$ cat config.mk
export PLATFORM = sky130hd
export DESIGN_NAME = tdbs_seq
export DESIGN_NICKNAME = d
export VERILOG_FILES = /design/src/rtl/tdbs_pkg.sv /design/src/rtl/tdbs_ctrl.sv /design/src/rtl/tdbs_addr.sv /design/src/rtl/tdbs_seq.sv
export SDC_FILE = /design/constraint.sdc
export NUM_CORES = 1
export LEC_CHECK = 0
export ABC_CLOCK_PERIOD_IN_PS = 1900
export CORE_MARGIN = 10
export CORE_UTILIZATION = 36
export DETAILED_ROUTE_END_ITERATION = 10
export GPL_TIMING_DRIVEN = 1
export PLACE_DENSITY = 0.76
export RECOVER_POWER = 100
export REMOVE_ABC_BUFFERS = 1
export SETUP_SLACK_MARGIN = 0.4
export SYNTH_ARGS = -nofsm -noshare
export SYNTH_HDL_FRONTEND = slang
export SYNTH_SLANG_ARGS = --single-unit
$ cat constraint.sdc
create_clock -name clk -period 1.9 [get_ports clk]
set_input_delay 0.38 -clock clk [delete_from_list [all_inputs] [get_ports clk]]
set_output_delay 0.38 -clock clk [all_outputs]
set_load 0.01 [all_outputs]
$ cat src/rtl/tdbs_pkg.sv
package tdbs_pkg;

  typedef enum logic {
    SEQ_IDLE  = 1'b0,
    SEQ_BURST = 1'b1
  } seq_state_e;

  function automatic int unsigned wider(input int unsigned a, input int unsigned b);
    return (a > b) ? a : b;
  endfunction

endpackage

$ cat src/rtl/tdbs_ctrl.sv
module tdbs_ctrl
  import tdbs_pkg::*;
#(
  parameter int unsigned LEN_W = 5
) (
  input  logic             clk,
  input  logic             rst_n,
  input  logic             upd_evt,
  input  logic [LEN_W-1:0] cfg_len,
  input  logic             s_valid,
  output logic             busy,
  output logic             accept,
  output logic             start,
  output logic [LEN_W-1:0] idx,
  output logic             overrun
);

  seq_state_e       state_q;
  logic [LEN_W-1:0] len_q;
  logic             last_acc;

  assign busy     = (state_q == SEQ_BURST);
  assign accept   = busy && s_valid;
  assign last_acc = accept && (idx == len_q);
  assign start    = upd_evt && (!busy || last_acc);

  always_ff @(posedge clk or negedge rst_n) begin
    if (!rst_n) begin
      state_q <= SEQ_IDLE;
      idx     <= '0;
      len_q   <= '0;
      overrun <= 1'b0;
    end else begin
      overrun <= upd_evt && busy && !last_acc;
      if (start) begin
        state_q <= SEQ_BURST;
        idx     <= '0;
        len_q   <= cfg_len;
      end else if (last_acc) begin
        state_q <= SEQ_IDLE;
        idx     <= '0;
      end else if (accept) begin
        idx <= idx + 1'b1;
      end
    end
  end

  AST_OPEN_ON_EVENT: assert property (@(posedge clk) disable iff (!rst_n)
    (upd_evt && !busy) |=> (busy && idx == '0));
  AST_STEP_BY_ONE: assert property (@(posedge clk) disable iff (!rst_n)
    (accept && !last_acc && !upd_evt) |=> (idx == $past(idx) + 1'b1));
  AST_IDX_IN_RANGE: assert property (@(posedge clk) disable iff (!rst_n)
    busy |-> (idx <= len_q));
  AST_CLOSE_AFTER_LAST: assert property (@(posedge clk) disable iff (!rst_n)
    (last_acc && !upd_evt) |=> !busy);
  AST_OVERRUN_PULSE: assert property (@(posedge clk) disable iff (!rst_n)
    (upd_evt && busy && !last_acc) |=> (overrun && busy));
  AST_NO_RESTART: assert property (@(posedge clk) disable iff (!rst_n)
    (upd_evt && busy && !accept) |=> (idx == $past(idx)));
  AST_LEN_HELD: assert property (@(posedge clk) disable iff (!rst_n)
    (busy && !upd_evt) |=> $stable(len_q));
  AST_STALL_HOLDS: assert property (@(posedge clk) disable iff (!rst_n)
    (busy && !s_valid && !upd_evt) |=> (busy && idx == $past(idx)));
  AST_BACK_TO_BACK: assert property (@(posedge clk) disable iff (!rst_n)
    (last_acc && upd_evt) |=> (busy && !overrun && idx == '0));

endmodule

$ cat src/rtl/tdbs_addr.sv
module tdbs_addr #(
  parameter int unsigned BASE_W = 5,
  parameter int unsigned LEN_W  = 5,
  parameter int unsigned ADDR_W = 6
) (
  input  logic              clk,
  input  logic              rst_n,
  input  logic              start,
  input  logic [BASE_W-1:0] cfg_base,
  input  logic [LEN_W-1:0]  idx,
  output logic [ADDR_W-1:0] addr
);

  logic [BASE_W-1:0] base_q;

  always_ff @(posedge clk or negedge rst_n) begin
    if (!rst_n) begin
      base_q <= '0;
    end else if (start) begin
      base_q <= cfg_base;
    end
  end

  assign addr = ADDR_W'(base_q) + ADDR_W'(idx);

  AST_BASE_HELD: assert property (@(posedge clk) disable iff (!rst_n)
    !start |=> $stable(base_q));

endmodule

$ cat src/rtl/tdbs_seq.sv
module tdbs_seq
  import tdbs_pkg::*;
#(
  parameter int unsigned DATA_W = 16,
  parameter int unsigned BASE_W = 5,
  parameter int unsigned LEN_W  = 5,
  localparam int unsigned ADDR_W = wider(BASE_W, LEN_W) + 1
) (
  input  logic              clk,
  input  logic              rst_n,
  input  logic              upd_evt,
  input  logic [BASE_W-1:0] cfg_base,
  input  logic [LEN_W-1:0]  cfg_len,
  input  logic              s_valid,
  output logic              s_ready,
  input  logic [DATA_W-1:0] s_data,
  output logic              req,
  output logic              reg_we,
  output logic [ADDR_W-1:0] reg_addr,
  output logic [DATA_W-1:0] reg_wdata,
  output logic              overrun
);

  logic             busy;
  logic             accept;
  logic             start;
  logic [LEN_W-1:0] idx;

  tdbs_ctrl #(.LEN_W(LEN_W)) u_ctrl (
    .clk     (clk),
    .rst_n   (rst_n),
    .upd_evt (upd_evt),
    .cfg_len (cfg_len),
    .s_valid (s_valid),
    .busy    (busy),
    .accept  (accept),
    .start   (start),
    .idx     (idx),
    .overrun (overrun)
  );

  tdbs_addr #(.BASE_W(BASE_W), .LEN_W(LEN_W), .ADDR_W(ADDR_W)) u_addr (
    .clk      (clk),
    .rst_n    (rst_n),
    .start    (start),
    .cfg_base (cfg_base),
    .idx      (idx),
    .addr     (reg_addr)
  );

  assign req       = busy;
  assign s_ready   = busy;
  assign reg_we    = accept;
  assign reg_wdata = s_data;

  AST_WRITE_NEEDS_REQ: assert property (@(posedge clk) disable iff (!rst_n)
    reg_we |-> (req && s_valid));
  AST_IDLE_QUIET: assert property (@(posedge clk) disable iff (!rst_n)
    (!req && !upd_evt) |=> (!reg_we && !overrun));

endmodule

After elaboration in Yosys (flattened, before gate mapping)
Index checks and enable logic that the tools add are counted.
{"block": "totals", "register_bits": 17, "in_bits": 30, "out_inout_bits": 26, "wordCells": 23}
{"block": "classes", "n_addsub": 2, "eq_ne": 1, "muxes": 5, "n_reduce_logical": 10}
{"op": "2-to-1 mux 5 bit", "count": 3}
{"op": "adder 5 x 5 -> 6 bit", "count": 1}
{"op": "adder 5 x 1 -> 5 bit (second input constant)", "count": 1}
{"op": "== test 5 bit", "count": 1}
{"op": "logical AND 1 bit", "count": 5}
{"op": "nonzero test 3 bit", "count": 1}
{"op": "zero test 1 bit", "count": 2}
{"op": "2-to-1 mux 1 bit", "count": 2}
{"op": "nonzero test 2 bit", "count": 1}
{"op": "logical OR 1 bit", "count": 1}

Logic depth before layout (Yosys ltp)
Gate-level depths: netlist of run 1.
{"block": "depth", "depth_word": 5, "mapped_depth": 6, "mapped_depth_nobuf": 5}

Cells and area by module
A second synthesis of run 1 with hierarchy kept.
{"block": "hier_totals", "cells_unflattened": 123, "hier_area_um2": 1237.4}
{"mod": "tdbs_ctrl", "instances": 1, "cells_per_inst": 79, "area_each_um2": 769.5, "seq_area_each_um2": 300.3}
{"mod": "tdbs_addr", "instances": 1, "cells_per_inst": 27, "area_each_um2": 340.3, "seq_area_each_um2": 125.1}
{"mod": "tdbs_seq", "instances": 1, "cells_per_inst": 17, "area_each_um2": 127.6, "seq_area_each_um2": 0.0}

Worst setup path after synthesis of run 1
Ideal clock, no wire load.
{"block": "synth_path", "kind": "reg2out", "from": "register u_ctrl.idx[0]", "to": "output port reg_addr[4]", "t_arrival_ps": 1556, "required_ps": 1520, "setup_slack_ps": -36, "stages_incl_launch_ff": 6, "n_path_buf": 0, "path_cell_list": "dfrtp_1 -> ha_1 -> fa_1 -> a21o_1 -> a21oi_1 -> xnor2_1"}
{"block": "synth_via", "elab_chain_len": 1}
{"element": "start, declared", "line_no": "tdbs_ctrl.sv:14", "source": "output logic [LEN_W-1:0] idx,"}
{"element": "start signal, assigned", "line_no": "tdbs_ctrl.sv:43", "source": "idx <= idx + 1'b1;"}
{"element": "adder 5 x 5 -> 6 bit", "line_no": "tdbs_addr.sv:24", "source": "assign addr = ADDR_W'(base_q) + ADDR_W'(idx);"}
{"element": "end, declared", "line_no": "tdbs_seq.sv:19", "source": "output logic [ADDR_W-1:0] reg_addr,"}
Every way passes these cells.

Worst setup path after layout of run 1
{"block": "layout_path", "from": "register u_addr.base_q[0]", "to": "output port reg_addr[4]"}
{"block": "layout_via", "elab_chain_len": 1}
{"element": "start, declared", "line_no": "tdbs_addr.sv:14", "source": "logic [BASE_W-1:0] base_q;"}
{"element": "start signal, assigned", "line_no": "tdbs_addr.sv:20", "source": "base_q <= cfg_base;"}
{"element": "adder 5 x 5 -> 6 bit", "line_no": "tdbs_addr.sv:24"}
Every way passes these cells.

==> impl_metrics.toml, run 1 <==
[placement]
hpwl_um = 1980
portBuffers = 23
place.gp.congestion = 0.854

[worst_setup_path]
worstPathArrival_ps = 1810
critPathKind = "reg2out"
end_kind = "primary output"
crit_fanout = 2
required_ps = 1520
cp-start-kind = "flop"

[grt]
grt_first_pass_wirelength_um = 4310
track_usage_pct = 9.60
grt-ovfl-total = 0
grt_max_degree = 18
antenna_found_initial = 0
grt_pass1_vias = 939

[die]
start_util_pct = 37.1
die_h_um = 75.6
design.die.area_um2 = 5720
die_w_um = 75.6
ioPinCount = 56
rows = 20
core_area_um2 = 3000

[route]
drtAntennaViolNets = 0
dr.pass1.iters = 4
vias_per_cell = 5.25
wl_per_cell_um = 16.2
via_count = 867
drt-initial-drc-count = 34
wl_um = 2680
drc = 0

[run_status]
violations = "setup timing"
outcome = "finished, violations left"

[clock_tree]
cts_tree = "yes"
h-tree-depth = 1
clock_path_buffers = 2
numCtsBuffers = 3
cts.sinks = 17
root_buffer = "clkbuf_4"
clk_pin_slew_ps = 110
clock_latency_ps = 290

[timing]
rsz0062_at_grt = "yes"
hold_viol = 0
report.final.slew_viol_count = 0
timing.final.crit_share_pct = 115
min_period_ps = 2190
max_freq_ghz = 0.457
setup_violations = 13
setup_tns_ps = -1410
worstMarginPinSlew_ps = 915
finClkSkew_ps = 6.63
worst_slack_ps = -286
slew_headroom_pct = 39.0

[logic_synthesis]
syn_avg_cell_area_um2 = 11.0
yosys_warnings = 0
netlist_area_um2 = 1110
seq_area_frac_synth_pct = 38.2
ys_ff_latch = 17
synth_cells = 101
synth_cell_types = 28

[power]
pwr_density_cell_nw_per_um2 = 1690
ir_drop_v = 0.000559
p_leak_uw = 0.000685
p_total_uw = 2510

[final_layout]
finalNetCount = 170
diodes = 0
multiInputGateArea_um2 = 586
drive_gt1_share_pct = 40.2
final_cell_mix = "dfrtp_1, buf_4, clkdlybuf4s50_1"
seq_area_um2 = 425
final_common_cell = "dfrtp_1"
area_growth_pct = 33.4
num-fill-cells = 283

[run]
maxCapViolations = 0

[worst_hold_path]
holdCritPathClass = "reg2reg"
worst max-delay path, stage by stage (launching register included):
cell and delay [ps]:
dfrtp_1 430, ha_4 180, fa_2 330, a21o_1 170, a21oi_2 140, xnor2_1 120
buf_2 150
report_power, final:
part           internal (µW)  switching [µW]
clock network           79.9             124
registers                517             118
logic                    935             733
total                   1530             975
flip-flops by register name (all words and copies together), names as in the netlist:
| register | flops |
|---|---|
| u_ctrl.overrun | 1 |
| u_addr.base_q | 5 |
| u_ctrl.busy | 1 |
| u_ctrl.len_q | 5 |
| u_ctrl.idx | 5 |
synthesized netlist by cell type:
master,count,area [µm²]
nand2_2,1,6.26
buf_4,17,128
ha_1,6,75.1
xor2_1,4,35.0
a22oi_1,2,15.0
buf_2,1,5.00
o2111ai_1,1,8.76
and3_1,4,25.0
a31oi_4,1,21.3
fa_1,1,20.0
and2_1,1,6.26
a21oi_1,3,15.0
nor2_1,4,15.0
dfrtp_1,17,425
inv_1,3,11.3
mux2_2,8,90.1
a32o_1,1,10.0
nand2_1,3,11.3
nor4_4,1,21.3
a21o_1,5,37.5
clkbuf_1,1,3.75
o21ai_0,1,5.00
xnor2_1,7,61.3
nand4_1,3,18.8
a22o_1,1,8.76
nand2b_1,1,6.26
a41o_1,2,20.0
and2b_1,1,7.51
stage by stage:
step	utilization [%]	hold WS (ps)	worst slack, ps	instances	area [µm²]
floorplan	-	84.4	-36.1	82	977
global placement	44.8	493	-499	151	1350
detailed placement	44.8	502	-531	151	1350
CTS	49.6	393	-295	164	1490
global route	49.5	547	-355	165	1490
finish	49.5	527	-286	165	1490
layer usage:
metal,up-vias,GRT usage [%],part of all wire [%]
li1,397,-,-
met1,419,11.0,40
met2,49,15.6,50
met3,2,4.43,9.4
met4,0,3.09,0.71
met5,-,0,0
cell families (layout without fill, tap and decap cells):
logic type                 count (synthesis)  count (layout)  share of synthesized area, %
and+or+nand+nor                           19              19                          10.6
DFF                                       17              17                          38.2
muxes                                      8               8                          8.09
adders and majority gates                  7               7                          8.54
AOI/OAI and AO/OA                         17              17                          12.7
xor gates and xnor gates                  11              11                          8.65
buffers and inverters                     22              53                          13.3
timing repair:
item	in CTS	in global routing
gates resized for setup	53	2
hold buffers	0	0
endpoints found under the setup margin	27	25
buffers inserted	9	1
pin swaps	12	7
endpoints found under the hold margin	0	0
worst paths after layout:
| check | from | to | slack (ps) | cells past startpoint |
|---|---|---|---|---|
| min in group asynchronous | rst_n | u_ctrl.idx[0] | 720 | 2 |
| min reg2reg | u_addr.base_q[4] | u_addr.base_q[4] | 530 | 1 |
| max in group asynchronous | rst_n | u_ctrl.busy | 620 | 2 |
| max | u_addr.base_q[0] | reg_addr[4] | -290 | 6 |
| max reg2reg | u_ctrl.idx[0] | u_ctrl.len_q[2] | -110 | 8 |
| min | u_addr.base_q[4] | u_addr.base_q[4] | 530 | 1 |
cell type report:
class	count	share of cell area, %
clock buffers	3	1.52
clock inverters	1	0.505
inverters	3	0.927
multi-input cells	62	39.4
flip-flops and latches	17	28.6
well taps	33	2.78
repair buffers	46	26.2
Power figures use the tool's default switching activity.
==> run 2: changes to the inputs <==
--- a/config.mk
+++ b/config.mk
@@ -13,7 +13,6 @@
 export PLACE_DENSITY = 0.76
 export RECOVER_POWER = 100
 export REMOVE_ABC_BUFFERS = 1
-export SETUP_SLACK_MARGIN = 0.4
 export SYNTH_ARGS = -nofsm -noshare
 export SYNTH_HDL_FRONTEND = slang
 export SYNTH_SLANG_ARGS = --single-unit
==> run 2 against run 1 <==
Hold slack worse by 2.3 ps; non-clock buffer count shrank 7; cell area shrank 7.4%; first-iteration DRC count increased by 29%; highest routed layer unchanged; via count decreased by 4.7%; clock power about the same; routed wire length decreased by 8.2%; largest power group unchanged; the run still ends with setup timing left; setup slack worse by 5.0 ps; sequential power decreased by 2%; combinational power down 13%; global-route usage down 0.68 points.
==> impl_metrics.toml, run 2 (synthesis gave the netlist of run 1 again) <==
[run_status]
outcome = "finished, violations left"
violations = "setup timing"

[route]
vias_per_cell = 5.23
drc = 0
wl_um = 2460
drtAntennaViolNets = 0
drt-initial-drc-count = 44
dr.pass1.iters = 4
wl_per_cell_um = 15.6
via_count = 826

[worst_setup_path]
cp-start-kind = "flop"
reg2reg_to = "u_addr.base_q[1]"
rr_worst_depth = 6
r2r_setup_slack_ps = 0
path_cells = "ha_2 -> fa_2 -> a21o_1 -> a21oi_2 -> xnor2_1 -> buf_2"
crit_path_top_delay_cell = "dfrtp_1"
max_stage_delay_ps = 400
required_ps = 1520
crit_fanout = 2
critPathKind = "reg2out"
end_kind = "primary output"
r2r_start = "u_ctrl.idx[0]"
worstPathArrival_ps = 1810

[power]
pwr_density_cell_nw_per_um2 = 1660
p_total_uw = 2290
ir_drop_v = 0.000487
p_leak_uw = 0.000640

[timing]
timing.final.crit_share_pct = 115
finClkSkew_ps = 4.45
hold_viol = 0
whs_ps = 524
max_freq_ghz = 0.456
min_period_ps = 2190
rsz0062_at_grt = "yes"
setup_violations = 5
worst_slack_ps = -291
worstMarginPinSlew_ps = 898
slew_headroom_pct = 40.1
report.final.slew_viol_count = 0

[placement]
dp_cells = 151
portBuffers = 23
hpwl_um = 1980
place_area_um2 = 1350
place.gp.congestion = 0.854

[clock_tree]
numCtsBuffers = 3
clk_pin_slew_ps = 110
clock_path_buffers = 2
cts_tree = "yes"
clock_latency_ps = 290
root_buffer = "clkbuf_4"
hold_buffers = 0
cts.sinks = 17
h-tree-depth = 1

[die]
rows = 20
start_util_pct = 37.1
ioPinCount = 56
design.die.area_um2 = 5720
die_h_um = 75.6
core_area_um2 = 3000
die_w_um = 75.6

[final_layout]
num-fill-cells = 296
diodes = 0
drive_gt1_share_pct = 30.4
finalNetCount = 163
fin_cells = 158
multiInputGateArea_um2 = 542
area_growth_pct = 23.5
final_common_cell = "dfrtp_1"
seq_area_um2 = 425
top_regs = "u_addr.base_q: 5 flops, u_ctrl.idx: 5 flops, u_ctrl.len_q: 5 flops"
final_cell_mix = "dfrtp_1, buf_4, clkdlybuf4s50_1"
finalInstanceArea_um2 = 1380

[grt]
grt_max_degree = 18
grt_pass1_vias = 909
grt-ovfl-total = 0
antenna_found_initial = 0
grt_first_pass_wirelength_um = 4010
track_usage_pct = 8.92

[worst_hold_path]
holdCritPathClass = "reg2reg"
min_path_cells = 1
worstHoldStart = "u_addr.base_q[4]"
min_to = "u_addr.base_q[4]"

[run]
maxCapViolations = 0
## run 2: layout make-up
type | count | share of cell area [%]
well taps | 33 | 3.00
multi-input cells | 62 | 39.4
flip-flops and latches | 17 | 30.9
clock inverters | 1 | 0.546
clock buffers | 3 | 1.64
repair buffers | 39 | 23.7
inverters | 3 | 0.819
## run 2: where the power goes
part	switching, µW	internal, µW
registers	109	517
clock network	127	80.0
logic	657	797
## run 2: worst max path at each step
| stage | start | to | slack (ps) | cells after the start |
|---|---|---|---|---|
| 2_1_floorplan | u_ctrl.idx[0] | reg_addr[4] | -40 | 5 |
| 3_3_place_gp | u_ctrl.idx[0] | reg_addr[4] | -500 | 6 |
| 3_5_place_dp | u_ctrl.idx[0] | reg_addr[4] | -530 | 6 |
| 4_1_cts | u_addr.base_q[0] | reg_addr[4] | -300 | 6 |
| 5_1_grt | u_addr.base_q[0] | reg_addr[4] | -350 | 6 |
| 6_report | u_addr.base_q[0] | reg_addr[4] | -290 | 6 |
## run 2: metal layers
metal | part of all wire, % | vias to the layer above | global-route usage, % | wire length, µm
met5 | 0 | - | 0 | 0
met4 | 1.3 | 0 | 3.30 | 31
met3 | 9.7 | 4 | 4.43 | 239
met2 | 49 | 45 | 14.8 | 1210
met1 | 40 | 390 | 9.56 | 984
li1 | - | 387 | - | -
## run 2: stage by stage
step / setup slack [ps] / utilization, % / setup TNS [ps]
2_1_floorplan: -36.1 / - / -36.1
3_3_place_gp: -499 / 44.8 / -1960
3_5_place_dp: -531 / 44.8 / -2140
4_1_cts: -295 / 46.3 / -724
5_1_grt: -352 / 45.8 / -2060
6_report: -291 / 45.8 / -681
## run 2: critical path: cells and delay by family, from the launching register on
family / cells / cell delay (ps)
adder cells (fa/ha/maj): 2 / 540
flip-flops: 1 / 400
AO/OA/AOI/OAI: 2 / 310
buffers and inverters: 1 / 150
XOR/XNOR: 1 / 120
## run 2: timing repair
item	4_1_cts	5_1_grt
pin swaps	4	5
gates cloned	0	0
endpoints found under the setup margin	7	12
setup buffers	3	0
resized for setup	28	0
